[src/rtl/rxf_pkg.sv]
// Shared constants, types and helpers for the receive frame filter.
// Assumes standard 802.15.4 field sizes (2-byte PAN, 2/8-byte addresses).
package rxf_pkg;

    localparam int BYTE_W     = 8;
    localparam int PAN_W      = 16;
    localparam int SHORT_W    = 16;
    localparam int EXT_BYTES  = 8;
    localparam int EXT_W      = EXT_BYTES * BYTE_W;
    localparam int LEN_W      = 7;
    localparam int PAN_BYTES  = PAN_W / BYTE_W;
    localparam int HDR_FIXED  = 3;           // two control bytes and the sequence number
    localparam int NUM_CLS    = 5;
    localparam int ACK_LEN    = 5;
    localparam logic [PAN_W-1:0] BCAST = '1;

    localparam logic [1:0] AM_NONE  = 2'd0;
    localparam logic [1:0] AM_RSVD  = 2'd1;
    localparam logic [1:0] AM_SHORT = 2'd2;
    localparam logic [1:0] AM_EXT   = 2'd3;
    localparam logic [1:0] VER_RSVD = 2'd3;

    typedef enum logic [2:0] {
        CLS_BEACON = 3'd0,
        CLS_DATA   = 3'd1,
        CLS_ACK    = 3'd2,
        CLS_CMD    = 3'd3,
        CLS_RSVD   = 3'd4
    } frm_class_e;

    // Only the control-field bits the filter actually uses.
    typedef struct packed {
        logic [1:0] src_mode;
        logic [1:0] version;
        logic [1:0] dst_mode;
        logic       pan_comp;
        logic [2:0] ftype;
    } fcf_view_t;

    // Number of address bytes carried for an addressing mode.
    function automatic logic [3:0] mode_bytes(input logic [1:0] mode);
        case (mode)
            AM_EXT:   mode_bytes = 4'(EXT_BYTES);
            AM_SHORT: mode_bytes = 4'(SHORT_W / BYTE_W);
            default:  mode_bytes = 4'd0;
        endcase
    endfunction

endpackage

[src/rtl/rxf_fcf_decode.sv]
// Combinational decode of the captured control-field bits: frame class,
// integrity, field presence and the byte offsets of every addressing field.
// Assumes fcf is stable once the two control bytes have been captured.
module rxf_fcf_decode
    import rxf_pkg::*;
#(
    parameter int CNT_W = 8
) (
    input  fcf_view_t           fcf,
    output frm_class_e          cls,
    output logic                integ_ok,
    output logic                dst_present,
    output logic                src_present,
    output logic                src_pan_present,
    output logic [3:0]          dst_len,
    output logic [CNT_W-1:0]    dst_addr_off,
    output logic [CNT_W-1:0]    src_pan_off,
    output logic [CNT_W-1:0]    hdr_len
);

    logic [3:0] src_len;

    // Class, integrity and presence of each field.
    always_comb begin
        cls             = (fcf.ftype > 3'd3) ? CLS_RSVD : frm_class_e'(fcf.ftype);
        integ_ok        = (fcf.version != VER_RSVD) && (fcf.dst_mode != AM_RSVD)
                          && (fcf.src_mode != AM_RSVD);
        dst_present     = (fcf.dst_mode != AM_NONE);
        src_present     = (fcf.src_mode != AM_NONE);
        src_pan_present = src_present && !(fcf.pan_comp && dst_present);
        dst_len         = mode_bytes(fcf.dst_mode);
        src_len         = mode_bytes(fcf.src_mode);
    end

    // Running byte offsets of the addressing fields.
    always_comb begin
        dst_addr_off = CNT_W'(HDR_FIXED) + (dst_present ? CNT_W'(PAN_BYTES) : '0);
        src_pan_off  = dst_addr_off + CNT_W'(dst_len);
        hdr_len      = src_pan_off + (src_pan_present ? CNT_W'(PAN_BYTES) : '0)
                       + CNT_W'(src_len);
    end

endmodule

[src/rtl/rxf_field_capture.sv]
// Counts the MAC bytes of the current frame and captures the length byte,
// the control-field bits, the destination PAN and address, and the source PAN.
// Assumes frm_end never shares a cycle with byte_vld or frm_start.
module rxf_field_capture
    import rxf_pkg::*;
#(
    parameter int CNT_W = 8
) (
    input  logic                clk,
    input  logic                rst_n,
    input  logic                frm_start,
    input  logic                frm_end,
    input  logic                byte_vld,
    input  logic [BYTE_W-1:0]   byte_data,
    input  logic                dst_present,
    input  logic                src_pan_present,
    input  logic [3:0]          dst_len,
    input  logic [CNT_W-1:0]    dst_addr_off,
    input  logic [CNT_W-1:0]    src_pan_off,
    output logic                in_frame,
    output logic [CNT_W-1:0]    byte_cnt,
    output logic [LEN_W-1:0]    len_q,
    output fcf_view_t           fcf_q,
    output logic [PAN_W-1:0]    dst_pan,
    output logic [EXT_W-1:0]    dst_addr,
    output logic [PAN_W-1:0]    src_pan
);

    logic take;
    assign take = in_frame && byte_vld && !frm_start;

    // Frame window, byte counter and the length byte with bit 7 dropped.
    always_ff @(posedge clk) begin
        if (!rst_n) begin
            in_frame <= 1'b0;
            byte_cnt <= '0;
            len_q    <= '0;
        end else if (frm_start) begin
            in_frame <= 1'b1;
            byte_cnt <= '0;
            len_q    <= byte_data[LEN_W-1:0];
        end else if (frm_end) begin
            in_frame <= 1'b0;
        end else if (take && (byte_cnt != '1)) begin
            byte_cnt <= byte_cnt + 1'b1;
        end
    end

    // Control-field bits from the first two MAC bytes.
    always_ff @(posedge clk) begin
        if (!rst_n || frm_start) begin
            fcf_q <= '0;
        end else if (take && byte_cnt == CNT_W'(0)) begin
            fcf_q.ftype    <= byte_data[2:0];
            fcf_q.pan_comp <= byte_data[6];
        end else if (take && byte_cnt == CNT_W'(1)) begin
            fcf_q.dst_mode <= byte_data[3:2];
            fcf_q.version  <= byte_data[5:4];
            fcf_q.src_mode <= byte_data[7:6];
        end
    end

    // Destination PAN and source PAN, each little-endian.
    always_ff @(posedge clk) begin
        if (!rst_n || frm_start) begin
            dst_pan <= '0;
            src_pan <= '0;
        end else if (take) begin
            if (dst_present && byte_cnt == CNT_W'(HDR_FIXED))
                dst_pan[7:0] <= byte_data;
            if (dst_present && byte_cnt == CNT_W'(HDR_FIXED + 1))
                dst_pan[15:8] <= byte_data;
            if (src_pan_present && byte_cnt == src_pan_off)
                src_pan[7:0] <= byte_data;
            if (src_pan_present && byte_cnt == src_pan_off + CNT_W'(1))
                src_pan[15:8] <= byte_data;
        end
    end

    // One capture slot per destination address byte, least significant first.
    for (genvar k = 0; k < EXT_BYTES; k++) begin : g_slot
        logic [BYTE_W-1:0] slot_q;
        always_ff @(posedge clk) begin
            if (!rst_n || frm_start)
                slot_q <= '0;
            else if (take && (4'(k) < dst_len) && byte_cnt == dst_addr_off + CNT_W'(k))
                slot_q <= byte_data;
        end
        assign dst_addr[k*BYTE_W +: BYTE_W] = slot_q;
    end

endmodule

[src/rtl/rxf_rule_eval.sv]
// Combinational filtering rules on the captured fields: type verdict and
// full address/integrity verdict. Assumes configuration stable during a frame.
module rxf_rule_eval
    import rxf_pkg::*;
#(
    parameter int CNT_W = 8
) (
    input  logic [PAN_W-1:0]    cfg_pan_id,
    input  logic [SHORT_W-1:0]  cfg_short_addr,
    input  logic [EXT_W-1:0]    cfg_ext_addr,
    input  logic [NUM_CLS-1:0]  cfg_type_accept,
    input  logic                cfg_pan_coord,
    input  frm_class_e          cls,
    input  logic [1:0]          dst_mode,
    input  logic [1:0]          src_mode,
    input  logic                pan_comp,
    input  logic                integ_ok,
    input  logic                dst_present,
    input  logic                src_present,
    input  logic [CNT_W-1:0]    hdr_len,
    input  logic [CNT_W-1:0]    byte_cnt,
    input  logic [LEN_W-1:0]    len_q,
    input  logic [PAN_W-1:0]    dst_pan,
    input  logic [EXT_W-1:0]    dst_addr,
    input  logic [PAN_W-1:0]    src_pan,
    output logic                type_ok,
    output logic                addr_ok
);

    logic [PAN_W-1:0] src_pan_eff;
    logic pan_hit, addr_hit, dst_ok, cls_rule;

    // Destination checks and the effective source PAN.
    always_comb begin
        src_pan_eff = (pan_comp && dst_present) ? dst_pan : src_pan;
        pan_hit     = (dst_pan == cfg_pan_id) || (dst_pan == BCAST);
        case (dst_mode)
            AM_SHORT: addr_hit = (dst_addr[SHORT_W-1:0] == cfg_short_addr)
                                 || (dst_addr[SHORT_W-1:0] == BCAST);
            AM_EXT:   addr_hit = (dst_addr == cfg_ext_addr);
            default:  addr_hit = 1'b0;
        endcase
        dst_ok = !dst_present || (pan_hit && addr_hit);
    end

    // Class-specific rule.
    always_comb begin
        case (cls)
            CLS_BEACON: cls_rule = !dst_present
                                   && (src_mode == AM_SHORT || src_mode == AM_EXT)
                                   && (cfg_pan_id == BCAST || src_pan_eff == cfg_pan_id);
            CLS_ACK:    cls_rule = (len_q == LEN_W'(ACK_LEN));
            default:    cls_rule = (dst_present || src_present)
                                   && (dst_present || (cfg_pan_coord && src_pan_eff == cfg_pan_id));
        endcase
    end

    // Final verdicts.
    always_comb begin
        type_ok = (byte_cnt >= CNT_W'(2)) && cfg_type_accept[cls];
        addr_ok = type_ok && integ_ok && (byte_cnt >= hdr_len) && dst_ok && cls_rule;
    end

endmodule

[src/rtl/rx_frame_filter.sv]
// Top of the receive frame filter: ties capture, decode and rule logic
// together and registers the three verdict pulses on the end-of-frame strobe.
// Assumes frm_end is one cycle wide and not on consecutive cycles.
module rx_frame_filter
    import rxf_pkg::*;
#(
    parameter int CNT_W = 8
) (
    input  logic                clk,
    input  logic                rst_n,
    input  logic                frm_start,
    input  logic                byte_vld,
    input  logic [7:0]          byte_data,
    input  logic                frm_end,
    input  logic                fcs_ok,
    input  logic [15:0]         cfg_pan_id,
    input  logic [15:0]         cfg_short_addr,
    input  logic [63:0]         cfg_ext_addr,
    input  logic [4:0]          cfg_type_accept,
    input  logic                cfg_accept_any,
    input  logic                cfg_pan_coord,
    output logic                frame_type_ok,
    output logic                addr_match,
    output logic                pkt_rcvd
);

    fcf_view_t          fcf_q;
    frm_class_e         cls;
    logic               integ_ok, dst_present, src_present, src_pan_present;
    logic [3:0]         dst_len;
    logic [CNT_W-1:0]   dst_addr_off, src_pan_off, hdr_len, byte_cnt;
    logic               in_frame;
    logic [LEN_W-1:0]   len_q;
    logic [PAN_W-1:0]   dst_pan, src_pan;
    logic [EXT_W-1:0]   dst_addr;
    logic               type_ok, addr_ok;

    rxf_field_capture #(.CNT_W(CNT_W)) cap_i (
        .clk(clk), .rst_n(rst_n), .frm_start(frm_start), .frm_end(frm_end),
        .byte_vld(byte_vld), .byte_data(byte_data),
        .dst_present(dst_present), .src_pan_present(src_pan_present),
        .dst_len(dst_len), .dst_addr_off(dst_addr_off), .src_pan_off(src_pan_off),
        .in_frame(in_frame), .byte_cnt(byte_cnt), .len_q(len_q), .fcf_q(fcf_q),
        .dst_pan(dst_pan), .dst_addr(dst_addr), .src_pan(src_pan)
    );

    rxf_fcf_decode #(.CNT_W(CNT_W)) dec_i (
        .fcf(fcf_q), .cls(cls), .integ_ok(integ_ok), .dst_present(dst_present),
        .src_present(src_present), .src_pan_present(src_pan_present),
        .dst_len(dst_len), .dst_addr_off(dst_addr_off), .src_pan_off(src_pan_off),
        .hdr_len(hdr_len)
    );

    rxf_rule_eval #(.CNT_W(CNT_W)) rule_i (
        .cfg_pan_id(cfg_pan_id), .cfg_short_addr(cfg_short_addr),
        .cfg_ext_addr(cfg_ext_addr), .cfg_type_accept(cfg_type_accept),
        .cfg_pan_coord(cfg_pan_coord), .cls(cls), .dst_mode(fcf_q.dst_mode),
        .src_mode(fcf_q.src_mode), .pan_comp(fcf_q.pan_comp), .integ_ok(integ_ok),
        .dst_present(dst_present), .src_present(src_present), .hdr_len(hdr_len),
        .byte_cnt(byte_cnt), .len_q(len_q), .dst_pan(dst_pan), .dst_addr(dst_addr),
        .src_pan(src_pan), .type_ok(type_ok), .addr_ok(addr_ok)
    );

    // Verdict pulses, valid for the single cycle after the end strobe.
    always_ff @(posedge clk) begin
        if (!rst_n) begin
            frame_type_ok <= 1'b0;
            addr_match    <= 1'b0;
            pkt_rcvd      <= 1'b0;
        end else if (frm_end && in_frame) begin
            frame_type_ok <= type_ok;
            addr_match    <= !cfg_accept_any && addr_ok;
            pkt_rcvd      <= (cfg_accept_any ? type_ok : addr_ok) && fcs_ok;
        end else begin
            frame_type_ok <= 1'b0;
            addr_match    <= 1'b0;
            pkt_rcvd      <= 1'b0;
        end
    end

endmodule

[config.mk]
export PLATFORM = sky130hd
export DESIGN_NAME = rx_frame_filter
export DESIGN_NICKNAME = d
export VERILOG_FILES = /design/src/rtl/rxf_pkg.sv /design/src/rtl/rxf_fcf_decode.sv /design/src/rtl/rxf_field_capture.sv /design/src/rtl/rxf_rule_eval.sv /design/src/rtl/rx_frame_filter.sv
export SDC_FILE = /design/constraint.sdc
export NUM_CORES = 1
export LEC_CHECK = 0
export BUFFER_PORTS_ARGS = -buffer_cell sky130_fd_sc_hd__buf_4
export CORE_ASPECT_RATIO = 0.6
export CORE_UTILIZATION = 39
export CTS_BUF_LIST = sky130_fd_sc_hd__clkbuf_4 sky130_fd_sc_hd__clkbuf_8 sky130_fd_sc_hd__clkbuf_16
export DETAILED_ROUTE_END_ITERATION = 10
export HOLD_SLACK_MARGIN = 0.08
export SYNTH_ARGS = -nofsm -noshare
export SYNTH_HDL_FRONTEND = slang
export SYNTH_HIERARCHICAL = 1
export SYNTH_SLANG_ARGS = --single-unit
[constraint.sdc]
create_clock -name clk -period 2.9 [get_ports clk]
set_input_delay 0.29 -clock clk [delete_from_list [all_inputs] [get_ports clk]]
set_output_delay 0.29 -clock clk [all_outputs]
set_load 0.01 [all_outputs]
==> impl_metrics.toml, run 1 <==
[outcome]
status = "finished, violations left"
failed_checks = "setup timing"

[synth]
synth_edf_count = 0
syn_avg_cell_area_um2 = 8.72
yosys.area_share.simple_pct = 21.1
synth-xor-area-share_pct = 16.6
async_reset_ff_share_pct = 0
postSynthCellCount = 960
synth_top_family_by_area = "simple AND/OR/NAND/NOR gates"
synth_area_mm2 = 0.00838
synth_seq_area_share_pct = 29.9
synth-seq-cells = 125
synth_compound_area_share_pct = 9.77
synthDistinctLibCells = 82
synth_mux_area_share_pct = 12.8
ys_warn_count = 6
synthAdderAreaFrac_pct = 4.12
synth_flop_cell = "dfxtp_1"

[routing]
antenna_left = 0
vias = 7628
vias_per_cell = 5.46
avgRoutedWirePerCell_um = 18.9
first_pass_iters = 5
drt_iter0_drc = 660
route.detailed.drc = 0
routed_wirelength_um = 26400

[grt]
grt_use_met3_pct = 6.63
grt_use_met2_pct = 31.8
first_global_vias = 7036
overflow = 0
grt_start_max_net_pins = 70
grt_pass1_wl_um = 39900
globalRouteTotalUtil_pct = 24.0
grt_util_met1_pct = 37.4
antenna_found_initial = 0
grt-busiest-layer = "met1"

[finish]
drive_gt1_share_pct = 23.6
register_area_mm2 = 0.00250
antenna_cells = 0
final_net_count = 1249
n_fill_cell = 1999
multi_input_area_mm2 = 0.00560
final_common_cell = "buf_4"
final_cell_mix = "buf_4 (170), dfxtp_1 (123), nor2_1 (122), mux2i_1 (105), xnor2_1 (87)"
fin_area_mm2 = 0.0106
area_delta_synth_final_pct = 26.4

[placed_design]
dpl.hpwl_um = 19800
place_congestion = 0.972
postPlaceCellArea_mm2 = 0.00980
numPortBuffers = 119

[worst_setup_path]
cpPeakStageDelay_ns = 0.38
worstPathMaxFanout = 4
cp_data_arrival_time_ns = 3.30
crit_chain = "or2_4 > inv_2 > ha_4 > fa_2 > ha_4 > ha_4 > xor2_1 > inv_1 > ha_4 > o21ai_2 > a21oi_2 > nor4_2 > a311oi_1 > mux2i_1 > nor3b_2"
cp_common_cell = "ha_4"
cp-end-kind = "flip-flop"
cp_data_required_time_ns = 3.25
critical-path-slowest-cell = "fa_2"
path_delay_family = "adder cells"
critPathKind = "reg2reg"
crit_buf_inv = 2
worstSetupStartpointType = "flip-flop"

[power]
power.density_mw_per_mm2 = 419
power.share.clock_pct = 50.0
share_comb_of_total_power_pct = 11.0
p_seq_share_pct = 39.0
switching_share_pct = 26.3
p_int_mw = 3.27
p_sw_mw = 1.17
ir_drop_v = 0.000405
p_leak_nw = 4.48

[timing]
setup_violations = 1
fmax_mhz = 338
finClkSkew_ns = 0.0146
hold_violations = 0
drv_slew = 0
max_slew.worst_pin.slew_ns = 0.794
hold_ws_ns = 0.133
layout_setup_ws_ns = -0.0547
max_slew_margin_pct = 47.1
min_period_ns = 2.95
setup_tns_ns = -0.0547
min_period_over_period_pct = 102
rsz0062_at_grt = "true"

[floorplan]
ios = 120
design.core.area_mm2 = 0.0210
start_util_pct = 39.8
die_area_mm2 = 0.0221
die_h_um = 116
die_w_um = 191
core.rowCount = 41

[clock_network]
h-tree-depth = 4
clk_path_buf_depth = 2
cts_tree = "done"
cts.clk_slew.worst_paths_ns = 0.06
clk-insertion-delay-late_ns = 0.43
cts_made_buffers = 17
clock_sinks = 125
clk_root_buffer_cell = "clkbuf_16"

[run]
maxCapViolCount = 0

[worst_hold_path]
hp-class = "in2reg"
[sequential cells by signal, indices dropped and copies added (netlist names)]
name                 flops
cap_i/g_slot.slot_q     64
cap_i/dst_pan           16
cap_i/src_pan           16
cap_i/fcf_q             10
cap_i/byte_cnt           8
cap_i/len_q              7
addr_match               1
cap_i/in_frame           1
frame_type_ok            1
pkt_rcvd                 1
[power by group through the flow]
stage / combinational, mW / clock (mW) / sequential [mW]
floorplan: 0.254 / 0 / 1.77
global placement: 0.466 / 0 / 1.77
detailed placement: 0.466 / 0 / 1.77
CTS: 0.470 / 2.24 / 1.73
global route: 0.520 / 2.32 / 1.73
finish: 0.489 / 2.22 / 1.73
[layout make-up]
cell class              instances  area share, %
clock buffers                  18           4.15
flip-flops and latches        125           23.7
well taps                     279           3.30
clock inverters                14           1.61
multi-input cells             753           52.9
repair buffers                178           13.2
inverters                      30           1.13
[worst paths after layout]
check,slack [ns],endpoint,from,cells after the start
setup / recovery,-0.05,pkt_rcvd,cap_i/fcf_q[5],15
hold / removal,0.13,pkt_rcvd,fcs_ok,2
setup reg to reg,-0.05,pkt_rcvd,cap_i/fcf_q[5],15
hold reg to reg,0.50,cap_i/src_pan[15],cap_i/src_pan[15],2
[worst register-to-register path: cells and delay by family, from the launching register on]
family	cells	cell delay, ns
AO/OA/AOI/OAI	3	0.44
XOR/XNOR	1	0.15
adder cells (fa/ha/maj)	5	1.19
buffers and inverters	2	0.16
flip-flops	1	0.34
multiplexers	1	0.14
AND/OR/NAND/NOR	3	0.47
[metal layers]
layer | wire, um | vias up
li1 | - | 3640
met1 | 13300 | 3606
met2 | 10200 | 358
met3 | 2670 | 24
met4 | 218 | 0
met5 | 0 | -
[per-stage QoR]
step	instances	utilization, %	total power, mW	setup slack, ns
CTS	1395	49.7	4.44	-0.0697
global route	1397	50.3	4.57	-0.120
finish	1397	50.3	4.43	-0.0547
global placement	1361	46.6	2.23	-0.102
floorplan	973	-	2.02	0.000808
detailed placement	1361	46.6	2.23	-0.176
[timing repair]
| action | in CTS | in global routing |
|---|---|---|
| hold buffers | 1 | 0 |
| setup buffers | 1 | 2 |
| endpoints found under the setup margin | 10 | 36 |
| gates resized for setup | 8 | 24 |
| pin swaps | 11 | 11 |
| hold endpoints to repair | 1 | 0 |
[Yosys cell counts (3+ instances only)]
cell,count,area share (%)
a211oi_1,5,0.45
a21o_1,4,0.36
a21oi_1,32,1.9
a311oi_1,4,0.42
a31oi_1,7,0.52
and2_1,8,0.60
and3_1,3,0.22
buf_1,3,0.13
buf_2,13,0.78
buf_4,22,2.0
clkbuf_1,25,1.1
dfxtp_1,125,30
ha_1,26,3.9
inv_1,29,1.3
mux2i_1,105,13
nand2_1,35,1.6
nand2b_1,14,1.0
nand3_1,26,1.6
nand3b_1,4,0.36
nand4_1,40,3.0
nand4b_1,3,0.31
nor2_1,123,5.5
nor2b_1,15,1.1
nor3_1,9,0.54
nor3b_1,3,0.27
nor4_1,24,1.8
o2111ai_1,7,0.73
o211ai_1,6,0.54
o21a_1,3,0.27
o21ai_0,10,0.60
o21ai_1,10,0.60
o22ai_1,3,0.22
or2_2,3,0.22
or3_1,3,0.22
or4_1,6,0.54
xnor2_1,87,9.1
xnor2_2,3,0.58
xor2_1,59,6.2
[cells by family after synthesis]
group	Yosys count
other cells	2
xor+xnor	152
flops	125
buf+inv	95
simple gates	337
fa+ha+maj	27
mux	106
compound gates	116
No activity file was read; power rests on OpenSTA's default activity.
==> run 2: changes to the inputs <==
REMOVE_ABC_BUFFERS = 1   (was default)
==> impl_metrics.toml, run 2 (synthesis results as in run 1) <==
[power]
share_comb_of_total_power_pct = 10.9
p_sw_mw = 1.15
ir_drop_v = 0.000407
switching_share_pct = 25.2
power.share.clock_pct = 51.1
p_leak_nw = 4.49
finalPower_mw = 4.55
power.density_mw_per_mm2 = 426
p_seq_share_pct = 38.0
p_int_mw = 3.40

[outcome]
status = "finished, violations left"
failed_checks = "setup timing"

[clock_network]
cts_tree = "done"
clock_sinks = 125
clk_root_buffer_cell = "clkbuf_16"
clk_path_buf_depth = 2
h-tree-depth = 4
cts.clk_slew.worst_paths_ns = 0.06
clk-insertion-delay-late_ns = 0.43
cts_made_buffers = 17

[floorplan]
ios = 120
core.rowCount = 41
die_area_mm2 = 0.0221
die_w_um = 191
die_h_um = 116
design.core.area_mm2 = 0.0210
start_util_pct = 39.8

[timing]
min_period_ns = 2.97
finClkSkew_ns = 0.00832
setup_tns_ns = -0.0958
drv_slew = 0
layout_setup_ws_ns = -0.0696
hold_ws_ns = 0.119
max_slew_margin_pct = 57.7
hold_violations = 0
rsz0062_at_grt = "true"
max_slew.worst_pin.slew_ns = 0.635
min_period_over_period_pct = 102
fmax_mhz = 337
setup_violations = 2

[finish]
final_common_cell = "buf_4"
final_cell_mix = "buf_4 (175), dfxtp_1 (123), nor2_1 (122), mux2i_1 (104), xnor2_1 (87)"
largest_register = "cap_i/g_slot.slot_q"
area_delta_synth_final_pct = 27.4
antenna_cells = 0
top_regs = "cap_i/g_slot.slot_q (64), cap_i/dst_pan (16), cap_i/src_pan (16)"
largest_reg_flops = 64
final_util_pct = 50.7
final_net_count = 1253
fin_area_mm2 = 0.0107
drive_gt1_share_pct = 24.2

[grt]
first_global_vias = 6993
grt_pass1_wl_um = 41100
antenna_found_initial = 0
grt_start_max_net_pins = 45
globalRouteTotalUtil_pct = 24.7
overflow = 0

[routing]
drt_iter0_drc = 725
vias_per_cell = 5.37
avgRoutedWirePerCell_um = 19.1
routed_wirelength_um = 26800
antenna_left = 0
first_pass_iters = 5
route.detailed.drc = 0
vias = 7518

[worst_setup_path]
critPathKind = "reg2reg"
critical-path-slowest-cell = "dfxtp_4"
cpPeakStageDelay_ns = 0.36
cp_data_arrival_time_ns = 3.32
cp_data_required_time_ns = 3.26
worstPathMaxFanout = 4
crit_chain = "or2_4 > inv_2 > ha_4 > fa_2 > ha_4 > ha_4 > xor2_1 > inv_1 > ha_4 > o21ai_2 > a21oi_2 > nor4_2 > a311oi_2 > mux2i_1 > nor3b_2"
worstSetupStartpointType = "flip-flop"
cp-end-kind = "flip-flop"
cp_common_cell = "ha_4"

[placed_design]
postPlaceCellArea_mm2 = 0.00982
dpl.hpwl_um = 20400
numPortBuffers = 119
place_congestion = 0.934

[worst_hold_path]
hp-class = "in2reg"

[run]
maxCapViolCount = 0
run 2: cell types whose count changed in the layout (fill, tap and decap cells not counted), moves of 3 or more:
| cell | previous run | this run |
|---|---|---|
| inv_2 | 2 | 5 |
| o21ai_1 | 8 | 11 |
| clkinv_4 | 4 | 1 |
| o21ai_2 | 4 | 1 |
| buf_4 | 170 | 175 |
run 2: power groups by stage:
stage	clock network (mW)	logic (mW)	registers, mW
global placement	0	0.472	1.77
finish	2.32	0.494	1.73
CTS	2.36	0.478	1.73
floorplan	0	0.212	1.77
global route	2.45	0.529	1.73
detailed placement	0	0.474	1.77
run 2: per-stage QoR:
| stage | worst slack, ns | std cells |
|---|---|---|
| 4_1_cts | -0.0170 | 1401 |
| 3_3_place_gp | -0.239 | 1367 |
| 6_report | -0.0696 | 1401 |
| 2_1_floorplan | -0.203 | 908 |
| 3_5_place_dp | -0.255 | 1367 |
| 5_1_grt | -0.223 | 1401 |
run 2: critical path, delay by kind of cell, from the launching register on:
family	cells	cell delay, ns
buffers and inverters	2	0.15
DFF	1	0.36
and+or+nand+nor	3	0.49
xor gates and xnor gates	1	0.13
muxes	1	0.13
adders and majority gates	5	1.15
AOI/OAI and AO/OA	3	0.48
run 2: area by class of cell:
class	count	area [um2]
sequential	125	2510
multi-input combinational	753	5640
timing repair buffer	182	1430
inverter	30	113
clock buffer	17	425
fill	2028	10400
tap	279	349
clock inverter	15	208
run 2: final timing paths:
check        slack (ns)           start  cells after the start        endpoint
max               -0.07  cap_i/fcf_q[5]                     15        pkt_rcvd
min                0.12          fcs_ok                      2        pkt_rcvd
max reg2reg       -0.07  cap_i/fcf_q[5]                     15        pkt_rcvd
min reg2reg        0.49  cap_i/fcf_q[1]                      2  cap_i/fcf_q[1]
run 2: repair_timing:
action | CTS | global route
resized for setup | 20 | 20
endpoints found under the hold margin | 1 | 0
pin swaps | 12 | 6
endpoints found under the setup margin | 14 | 45
hold buffers | 1 | 0
gates cloned | 0 | 0
setup buffers | 1 | 0
run 2: layer usage:
metal,part of all wire [%],track usage (%)
met4,0.68,4.13
met3,7.9,5.36
met2,38,33.3
met5,0,0
met1,53,39.3
==> run 3: changes to the inputs <==
==> constraint.sdc (replaced) <==
create_clock -name clk -period 2.9 [get_ports clk]
set_input_delay 0.145 -clock clk [delete_from_list [all_inputs] [get_ports clk]]
set_output_delay 0.145 -clock clk [all_outputs]
set_load 0.01 [all_outputs]
==> impl_metrics.toml, run 3 (synthesis results as in run 1) <==
[outcome]
status = "finished, violations left"
failed_checks = "setup timing"

[worst_setup_path]
cp_data_required_time_ns = 3.25
critical-path-slowest-cell = "fa_2"
worstPathMaxFanout = 3
cp_common_cell = "ha_4"
cp_data_arrival_time_ns = 3.26
cp-end-kind = "flip-flop"
critPathKind = "reg2reg"
cpPeakStageDelay_ns = 0.37
worstSetupStartpointType = "flip-flop"
crit_chain = "or2_4 > inv_4 > ha_4 > fa_2 > ha_4 > ha_2 > inv_1 > ha_1 > o21ai_2 > a21oi_2 > nor4_2 > a311oi_2 > mux2i_1 > nor3b_2"

[routing]
first_pass_iters = 8
vias = 7595
vias_per_cell = 5.43
route.detailed.drc = 0
avgRoutedWirePerCell_um = 19.2
routed_wirelength_um = 26800
drt_iter0_drc = 744
antenna_left = 0

[finish]
final_cell_mix = "buf_4 (169), dfxtp_1 (123), nor2_1 (122), mux2i_1 (104), xnor2_1 (87)"
final_net_count = 1251
area_delta_synth_final_pct = 25.7
final_common_cell = "buf_4"
drive_gt1_share_pct = 23.8
largest_register = "cap_i/g_slot.slot_q"
top_regs = "cap_i/g_slot.slot_q (64), cap_i/dst_pan (16), cap_i/src_pan (16)"
largest_reg_flops = 64
antenna_cells = 0

[grt]
grt_pass1_wl_um = 41100
overflow = 0
grt_start_max_net_pins = 58
antenna_found_initial = 0
globalRouteTotalUtil_pct = 24.9
first_global_vias = 7128

[timing]
min_period_ns = 2.91
drv_slew = 0
setup_tns_ns = -0.0101
rsz0062_at_grt = "true"
layout_setup_ws_ns = -0.0101
hold_violations = 0
max_slew.worst_pin.slew_ns = 0.736
fmax_mhz = 344
max_slew_margin_pct = 51.0
setup_violations = 1
min_period_over_period_pct = 100
finClkSkew_ns = 0.00902

[run]
maxCapViolCount = 0

[clock_network]
h-tree-depth = 4
clk_path_buf_depth = 2
cts_tree = "done"
cts.clk_slew.worst_paths_ns = 0.06
clk-insertion-delay-late_ns = 0.43
cts_made_buffers = 17
clk_root_buffer_cell = "clkbuf_16"
clock_sinks = 125

[power]
ir_drop_v = 0.000374
p_leak_nw = 4.45
power.density_mw_per_mm2 = 397

[placed_design]
post-place-ws_ns = -0.260
place_congestion = 0.958
numPortBuffers = 119
dpl.hpwl_um = 20300

[floorplan]
die_area_mm2 = 0.0221
die_w_um = 191
ios = 120
start_util_pct = 39.8
core.rowCount = 41
design.core.area_mm2 = 0.0210
die_h_um = 116

[worst_hold_path]
hp-class = "in2reg"
## run 3: cell types whose count changed in the layout (fill, tap and decap cells not counted), moves of 2 or more
cell           before  now
buf_4             175  169
dlygate4sd3_1       1    4
clkbuf_4            0    2
inv_6               4    1
ha_4                5    3
clkinv_2            2    4
clkbuf_8            0    2
nor4_2              3    1
nor4_1             21   23
bufinv_16           4    0
## run 3: routing by layer
metal  share of wire, %  up-vias  GRT usage [%]
met4               0.75        0           4.02
met2                 38      337           32.9
met1                 52     3569           38.8
met5                  0        -              0
met3                9.4       23           7.63
li1                   -     3666              -
## run 3: final cells by class
cell class | instances | area [um2]
Timing Repair Buffer | 180 | 1430
Clock buffer | 21 | 468
Tap cell | 279 | 349
Multi-Input combinational cell | 753 | 5600
Clock inverter | 10 | 67.6
Sequential cell | 125 | 2500
Inverter | 30 | 115
Fill cell | 2023 | 10500
## run 3: per-stage QoR
| stage | hold WS (ns) | power [mW] | instance area, um2 | cells | util (%) |
|---|---|---|---|---|---|
| 3_5_place_dp | 0.341 | 2.24 | 9790 | 1362 | 46.5 |
| 5_1_grt | 0.104 | 4.33 | 10500 | 1398 | 50.1 |
| 2_1_floorplan | 0.221 | 1.98 | 8070 | 908 | - |
| 6_report | 0.0915 | 4.18 | 10500 | 1398 | 50.1 |
| 3_3_place_gp | 0.338 | 2.24 | 9790 | 1362 | 46.5 |
| 4_1_cts | 0.0863 | 4.18 | 10500 | 1399 | 49.7 |
## run 3: worst max-delay path, delay by kind of cell (launching register included)
| family | cells | cell delay, ns |
|---|---|---|
| AO/OA/AOI/OAI | 3 | 0.46 |
| adder cells (fa/ha/maj) | 5 | 1.34 |
| buffers and inverters | 2 | 0.10 |
| flip-flops | 1 | 0.33 |
| multiplexers | 1 | 0.13 |
| AND/OR/NAND/NOR | 3 | 0.49 |
## run 3: report_power, final
group	leakage, nW	internal, mW	switching (mW)	total [mW]
clock	0.258	1.15	0.808	1.95
sequential	1.01	1.73	0.00475	1.73
combinational	3.18	0.226	0.270	0.496
## run 3: what timing repair did
action / 4_1_cts / 5_1_grt
resized for setup: 23 / 18
hold endpoints to repair: 10 / 0
hold buffers: 4 / 0
pin swaps: 11 / 8
buffers inserted: 2 / 0
cloned: 0 / 0
setup endpoints to repair: 22 / 34
## run 3: worst paths after layout
path               startpoint                to  slack, ns  depth (start not counted)
max            cap_i/fcf_q[5]          pkt_rcvd      -0.01                         14
max reg2reg    cap_i/fcf_q[5]          pkt_rcvd      -0.01                         14
min              byte_data[7]  cap_i/dst_pan[7]       0.09                          3
min reg2reg  cap_i/dst_pan[2]  cap_i/dst_pan[2]       0.48                          2
